## src/rtl/ldfmt_pkg.sv

```systemverilog
package ldfmt_pkg;

    localparam int unsigned WORD_W  = 32;
    localparam int unsigned PAIR_W  = 2 * WORD_W;
    localparam int unsigned LANES   = WORD_W / 8;
    localparam int unsigned BE_W    = PAIR_W / 8;

    typedef enum logic [2:0] {
        ACC_UBYTE = 3'd0,
        ACC_SBYTE = 3'd1,
        ACC_UHALF = 3'd2,
        ACC_SHALF = 3'd3,
        ACC_WORD  = 3'd4,
        ACC_DWORD = 3'd5,
        ACC_RSV6  = 3'd6,
        ACC_RSV7  = 3'd7
    } acc_e;

    typedef enum logic [1:0] {
        SZ_BYTE = 2'd0,
        SZ_HALF = 2'd1,
        SZ_WORD = 2'd2,
        SZ_PAIR = 2'd3
    } size_e;

endpackage

```

## src/rtl/ldfmt_decode.sv

```systemverilog
module ldfmt_decode
    import ldfmt_pkg::*;
#(
    parameter int unsigned RIDX_W   = 4,
    parameter int unsigned LINK_IDX = 14
) (
    input  logic              req_valid,
    input  logic              is_store,
    input  logic [2:0]        acc_type,
    input  logic [RIDX_W-1:0] rd_idx,
    output size_e             size,
    output logic              sext,
    output logic              bad_enc,
    output logic              load_ok,
    output logic              store_ok,
    output logic              pair_ok
);

    localparam logic [RIDX_W-1:0] LINK_R = RIDX_W'(LINK_IDX);

    acc_e kind;
    logic reserved;
    logic signed_store;
    logic bad_pair;

    assign kind = acc_e'(acc_type);

    always_comb begin
        size     = SZ_WORD;
        sext     = 1'b0;
        reserved = 1'b0;
        unique case (kind)
            ACC_UBYTE: size = SZ_BYTE;
            ACC_SBYTE: begin size = SZ_BYTE; sext = 1'b1; end
            ACC_UHALF: size = SZ_HALF;
            ACC_SHALF: begin size = SZ_HALF; sext = 1'b1; end
            ACC_WORD:  size = SZ_WORD;
            ACC_DWORD: size = SZ_PAIR;
            ACC_RSV6:  reserved = 1'b1;
            ACC_RSV7:  reserved = 1'b1;
        endcase
    end

    assign signed_store = is_store && sext;
    assign bad_pair     = (size == SZ_PAIR) && !reserved &&
                          (rd_idx[0] || (rd_idx == LINK_R));

    assign bad_enc  = req_valid && (reserved || signed_store || bad_pair);
    assign load_ok  = req_valid && !is_store && !bad_enc;
    assign store_ok = req_valid &&  is_store && !bad_enc;
    assign pair_ok  = load_ok && (size == SZ_PAIR);

endmodule

```

## src/rtl/ldfmt_extract.sv

```systemverilog
module ldfmt_extract
    import ldfmt_pkg::*;
(
    input  logic [PAIR_W-1:0] mem_data,
    input  logic [1:0]        addr_lo,
    input  size_e             size,
    input  logic              sext,
    output logic [WORD_W-1:0] val0,
    output logic [WORD_W-1:0] val1
);

    logic [7:0]  lane  [LANES];
    logic [15:0] hlane [LANES/2];
    logic [7:0]  bsel;
    logic [15:0] hsel;

    for (genvar g = 0; g < LANES; g++) begin : g_lane
        assign lane[g] = mem_data[8*g +: 8];
    end

    for (genvar h = 0; h < LANES/2; h++) begin : g_half
        assign hlane[h] = mem_data[16*h +: 16];
    end

    assign bsel = lane[addr_lo];
    assign hsel = hlane[addr_lo[1]];

    always_comb begin
        val1 = '0;
        unique case (size)
            SZ_BYTE: val0 = {{(WORD_W-8){sext & bsel[7]}}, bsel};
            SZ_HALF: val0 = {{(WORD_W-16){sext & hsel[15]}}, hsel};
            SZ_WORD: val0 = mem_data[WORD_W-1:0];
            SZ_PAIR: begin
                val0 = mem_data[WORD_W-1:0];
                val1 = mem_data[PAIR_W-1:WORD_W];
            end
        endcase
    end

endmodule

```

## src/rtl/ldfmt_store_pack.sv

```systemverilog
module ldfmt_store_pack
    import ldfmt_pkg::*;
(
    input  logic [PAIR_W-1:0] store_src,
    input  logic [1:0]        addr_lo,
    input  size_e             size,
    output logic [PAIR_W-1:0] pk_data,
    output logic [BE_W-1:0]   pk_be
);

    logic [WORD_W-1:0] rep_b;
    logic [WORD_W-1:0] rep_h;

    for (genvar g = 0; g < LANES; g++) begin : g_rep_b
        assign rep_b[8*g +: 8] = store_src[7:0];
    end

    for (genvar h = 0; h < LANES/2; h++) begin : g_rep_h
        assign rep_h[16*h +: 16] = store_src[15:0];
    end

    always_comb begin
        unique case (size)
            SZ_BYTE: begin
                pk_data = {{WORD_W{1'b0}}, rep_b};
                pk_be   = BE_W'(4'b0001 << addr_lo);
            end
            SZ_HALF: begin
                pk_data = {{WORD_W{1'b0}}, rep_h};
                pk_be   = addr_lo[1] ? BE_W'(4'b1100) : BE_W'(4'b0011);
            end
            SZ_WORD: begin
                pk_data = {{WORD_W{1'b0}}, store_src[WORD_W-1:0]};
                pk_be   = BE_W'(4'b1111);
            end
            SZ_PAIR: begin
                pk_data = store_src;
                pk_be   = '1;
            end
        endcase
    end

endmodule

```

## src/rtl/ldfmt_top.sv

```systemverilog
module ldfmt_top
    import ldfmt_pkg::*;
#(
    parameter int unsigned RIDX_W   = 4,
    parameter int unsigned LINK_IDX = 14,
    parameter bit          REG_OUT  = 1'b1
) (
    input  logic              clk,
    input  logic              rst_n,
    input  logic              req_valid,
    input  logic              is_store,
    input  logic [2:0]        acc_type,
    input  logic [1:0]        addr_lo,
    input  logic [RIDX_W-1:0] rd_idx,
    input  logic [63:0]       mem_data,
    input  logic [63:0]       store_src,
    output logic              out_valid,
    output logic              illegal,
    output logic              wr0_en,
    output logic [RIDX_W-1:0] wr0_idx,
    output logic [31:0]       wr0_data,
    output logic              wr1_en,
    output logic [RIDX_W-1:0] wr1_idx,
    output logic [31:0]       wr1_data,
    output logic [63:0]       st_data,
    output logic [7:0]        st_be
);

    typedef struct packed {
        logic              vld;
        logic              bad;
        logic              w0_en;
        logic [RIDX_W-1:0] w0_idx;
        logic [WORD_W-1:0] w0_dat;
        logic              w1_en;
        logic [RIDX_W-1:0] w1_idx;
        logic [WORD_W-1:0] w1_dat;
        logic [PAIR_W-1:0] s_dat;
        logic [BE_W-1:0]   s_be;
    } res_t;

    size_e             size;
    logic              sext;
    logic              bad_enc;
    logic              load_ok;
    logic              store_ok;
    logic              pair_ok;
    logic [WORD_W-1:0] val0;
    logic [WORD_W-1:0] val1;
    logic [PAIR_W-1:0] pk_data;
    logic [BE_W-1:0]   pk_be;
    res_t              nxt;
    res_t              cur;

    ldfmt_decode #(
        .RIDX_W   (RIDX_W),
        .LINK_IDX (LINK_IDX)
    ) u_decode (
        .req_valid (req_valid),
        .is_store  (is_store),
        .acc_type  (acc_type),
        .rd_idx    (rd_idx),
        .size      (size),
        .sext      (sext),
        .bad_enc   (bad_enc),
        .load_ok   (load_ok),
        .store_ok  (store_ok),
        .pair_ok   (pair_ok)
    );

    ldfmt_extract u_extract (
        .mem_data (mem_data),
        .addr_lo  (addr_lo),
        .size     (size),
        .sext     (sext),
        .val0     (val0),
        .val1     (val1)
    );

    ldfmt_store_pack u_pack (
        .store_src (store_src),
        .addr_lo   (addr_lo),
        .size      (size),
        .pk_data   (pk_data),
        .pk_be     (pk_be)
    );

    always_comb begin
        nxt        = '0;
        nxt.vld    = req_valid;
        nxt.bad    = bad_enc;
        nxt.w0_en  = load_ok;
        nxt.w1_en  = pair_ok;
        if (load_ok) begin
            nxt.w0_idx = rd_idx;
            nxt.w0_dat = val0;
        end
        if (pair_ok) begin
            nxt.w1_idx = RIDX_W'(rd_idx + 1'b1);
            nxt.w1_dat = val1;
        end
        if (store_ok) begin
            nxt.s_dat = pk_data;
            nxt.s_be  = pk_be;
        end
    end

    if (REG_OUT) begin : g_reg
        always_ff @(posedge clk or negedge rst_n) begin
            if (!rst_n) begin
                cur <= '0;
            end else begin
                cur <= nxt;
            end
        end
    end else begin : g_comb
        assign cur = nxt;
    end

    assign out_valid = cur.vld;
    assign illegal   = cur.bad;
    assign wr0_en    = cur.w0_en;
    assign wr0_idx   = cur.w0_idx;
    assign wr0_data  = cur.w0_dat;
    assign wr1_en    = cur.w1_en;
    assign wr1_idx   = cur.w1_idx;
    assign wr1_data  = cur.w1_dat;
    assign st_data   = cur.s_dat;
    assign st_be     = cur.s_be;

endmodule

```

## config.mk

```make
export PLATFORM = sky130hd
export DESIGN_NAME = ldfmt_top
export DESIGN_NICKNAME = d
export VERILOG_FILES = /design/src/rtl/ldfmt_pkg.sv /design/src/rtl/ldfmt_decode.sv /design/src/rtl/ldfmt_extract.sv /design/src/rtl/ldfmt_store_pack.sv /design/src/rtl/ldfmt_top.sv
export SDC_FILE = /design/constraint.sdc
export NUM_CORES = 1
export LEC_CHECK = 0
export ABC_AREA = 1
export ABC_CLOCK_PERIOD_IN_PS = 1550
export BUFFER_PORTS_ARGS = -buffer_cell sky130_fd_sc_hd__clkbuf_2
export CAP_MARGIN = 20
export CELL_PAD_IN_SITES_DETAIL_PLACEMENT = 0
export CELL_PAD_IN_SITES_GLOBAL_PLACEMENT = 1
export CORE_MARGIN = 2
export CORE_UTILIZATION = 35
export CTS_CLUSTER_SIZE = 28
export DETAILED_ROUTE_END_ITERATION = 10
export GPL_TIMING_DRIVEN = 0
export PLACE_DENSITY = 0.91
export SLEW_MARGIN = 20
export SYNTH_ARGS = -nofsm -noshare
export SYNTH_HDL_FRONTEND = slang
export SYNTH_SLANG_ARGS = --single-unit
```

## constraint.sdc

```tcl
create_clock -name clk -period 1.55 [get_ports clk]
set_input_delay 0.155 -clock clk [delete_from_list [all_inputs] [get_ports clk]]
set_output_delay 0.155 -clock clk [all_outputs]
set_load 0.01 [all_outputs]
```

==> flow_summary_export.csv <==
group,metric,value,unit
worst_setup_path,critPathKind,"input pin to flop",
floorplan,core_area,16400,um^2
sta,worstMarginPinSlew,0.604,ns
power_and_ir_drop,power.leakage,5.19,nW
placement,dp_hpwl,13400,um
floorplan,chipWidth,133,um
power_and_ir_drop,combPwrFrac,0.126,
routing,first_pass_iters,5,
finish,drive_gt1_frac,0.347,
global_route,antenna_found_initial,0,
finish,diodes,0,
finish,final_common_cell,"clkbuf_2",
floorplan,dieArea,17600,um^2
sta,hold_viol,0,
logic_synthesis,synth-warning-count,0,
routing,drc,0,
min_path,hold_class,"input pin to flop",
sta,fin_crit_sh,0.936,
logic_synthesis,syn_inst,634,
power_and_ir_drop,ir_worst_vdd,0.672,mV
logic_synthesis,synth_flop_cell,"dfrtp_1",
routing,drt_iter0_markers,405,
logic_synthesis,synth_cell_type_count,30,
worst_setup_path,critPathArrivalTime,1.77,ns
clock_network,cts.clk_slew.worst_paths,0.07,ns
routing,vias,5557,
finish,final_nets,1162,
global_route,track_usage,0.215,
sta,period_minus_slack,1.45,ns
logic_synthesis,ys_ff_latch,145,
worst_setup_path,path_delay_family,"buffers and inverters",
floorplan,io_pins,289,
placement,io_buffers,286,
power_and_ir_drop,swShare,0.271,
routing,viasPerCell,4.44,
global_route,grt_pass1_wl,29200,um
logic_synthesis,seq_area_frac_synth,0.626,
logic_synthesis,netlist_area,5790,um^2
worst_setup_path,path_buf_inv,4,
worst_setup_path,critPathRequiredTime,1.87,ns
logic_synthesis,yosysTopAreaCell,"dfrtp_1",
power_and_ir_drop,power_frac_seq,0.434,
sta,rsz0062_at_grt,"no",
finish,multi_input_area,1630,um^2
placement,gp_routability_congestion,0.844,
sta,final-setup-viol-count,0,
clock_network,numCtsBuffers,17,
worst_setup_path,crit_path_start_kind,"input pin",
global_route,grt_max_degree,81,
flow_run,maxCapViolCount,0,
power_and_ir_drop,pwr-share-clk,0.439,
finish,fin_util,0.543,
worst_setup_path,crit_chain,"dlygate4sd3_1 -> clkbuf_2 -> nand2_1 -> inv_1 -> nand3_2 -> clkbuf_4 -> nor2_1",
routing,routedWlPerCell,15.1,um
sta,report.final.slew_viol_count,0,
finish,syn_to_final_growth,53.7,%
finish,fillers,1466,
worst_setup_path,end_kind,"flop",
placement,preCtsSetupSlack,-0.319,ns
sta,max_freq,690,MHz
power_and_ir_drop,netSwitchingPower,2.43,mW
worst_setup_path,critPathSlowestCell,"dlygate4sd3_1",
clock_network,cts_tree,"done",
power_and_ir_drop,power.density,1010,nW/um^2
logic_synthesis,yosysTopAreaCellShare,0.626,
clock_network,cts_root_buf,"clkbuf_16",
logic_synthesis,syn_area_per_cell,9.14,um^2
power_and_ir_drop,internal-power,6.56,mW
routing,routed_wl,19000,um
floorplan,die_h,133,um
sta,setup_ws,0.0998,ns
global_route,grt_pass1_vias,5515,
clock_network,clock_path_buffers,2,
global_route,globalRouteOverflowTotal,0,
floorplan,num_rows,47,
finish,regArea,3630,um^2
logic_synthesis,synth_edf_count,0,
worst_setup_path,max_stage_delay,0.52,ns
floorplan,start_util,0.353,
logic_synthesis,ys_async_sr_fraction,1.00,
logic_synthesis,ys_top_cells_by_area,"dfrtp_1, nor2_1, nand2_1",
clock_network,h-tree-depth,4,
worst_setup_path,cp_max_fo,10,
clock_network,numClockSinks,145,
finish,final_cell_mix,"clkbuf_2, nor2_1, dfrtp_1, nand2_1",
routing,ant_nets,0,
outcome,outcome,"finished, final reports clean",
sta,relSlewSlack,0.597,
logic_synthesis,syn_nets,777,
==> Yosys cell counts (2+ instances only) <==
cell type  number
nor2_1        159
dfrtp_1       145
nand2_1       125
inv_1          79
o21ai_0        35
buf_2          14
a21oi_1        11
nand3_1        11
clkbuf_1        8
o221ai_1        8
buf_6           7
o22ai_1         7
buf_4           6
ha_1            2
inv_2           2
==> routing by layer <==
layer | vias to the layer above | GRT usage | share of wire
met1 | 2585 | 0.271 | 0.42
met4 | 0 | 0.0765 | 0.019
met3 | 25 | 0.0487 | 0.065
met5 | - | 0 | 0
li1 | 2693 | - | -
met2 | 254 | 0.365 | 0.49
==> timing repair <==
action                                  4_1_cts  5_1_grt
resized for setup                             0        1
hold endpoints to repair                    143        0
endpoints found under the setup margin        0        1
setup buffers                                 0        0
hold buffers                                 79        0
==> tightest hold or removal path: stages <==
cell and delay, ns:
clkbuf_2 0.08, inv_1 0.10, nor2_1 0.06
==> path summary, 6_finish.rpt <==
kind | end | startpoint | depth (start not counted) | slack (ns)
hold / removal | st_data[6] | store_src[6] | 3 | 0.01
min in group asynchronous | wr0_data[5] | rst_n | 2 | 0.27
max in group asynchronous | wr1_data[25] | rst_n | 3 | 0.50
setup / recovery | st_data[8] | req_valid | 7 | 0.1
==> flip-flops by register name, summed over array words and instances, names as in the netlist <==
register / flops
illegal: 1
out_valid: 1
st_be: 5
st_data: 64
wr0_data: 32
wr0_en: 1
wr0_idx: 4
wr1_data: 32
wr1_en: 1
wr1_idx: 4
==> power groups by stage <==
stage	clock, mW	combinational [mW]	sequential [mW]
after floorplan	0	0.398	4.03
after global placement	0	0.956	3.98
after detailed placement	0	0.975	3.98
after CTS	4.03	1.14	3.91
after global routing	4.19	1.26	3.92
final	3.95	1.14	3.91
==> cells by family (layout without fill, tap and decap cells) <==
kind of cell,Yosys count,count (layout),synth area share
DFF,145,145,0.626
xor gates and xnor gates,2,2,0.00302
buffers and inverters,117,515,0.0922
AOI/OAI and AO/OA,64,64,0.0650
and+or+nand+nor,304,304,0.209
adders and majority gates,2,2,0.00432
==> metrics by stage <==
| step | area (um^2) | TNS [ns] | hold WS [ns] | power [mW] | instances |
|---|---|---|---|---|---|
| after detailed placement | 7540 | -16.14 | 0.180 | 4.95 | 1141 |
| after global placement | 7500 | -311.26 | 0.349 | 4.93 | 1140 |
| after global routing | 8900 | 0 | 0.0147 | 9.36 | 1252 |
| after CTS | 8900 | 0 | 0.000828 | 9.08 | 1252 |
| after floorplan | 5790 | 0 | -0.141 | 4.43 | 634 |
| final | 8900 | 0 | 0.0100 | 9.00 | 1252 |
==> cell type report <==
class,instances,share of cell area
Clock buffer,19,0.0509
Sequential cell,145,0.408
Timing Repair Buffer,366,0.254
Tap cell,220,0.0309
Buffer,35,0.0254
Clock inverter,13,0.0135
Multi-Input combinational cell,372,0.183
Inverter,82,0.0349
Note: power is estimated with default switching activity, not from simulation.
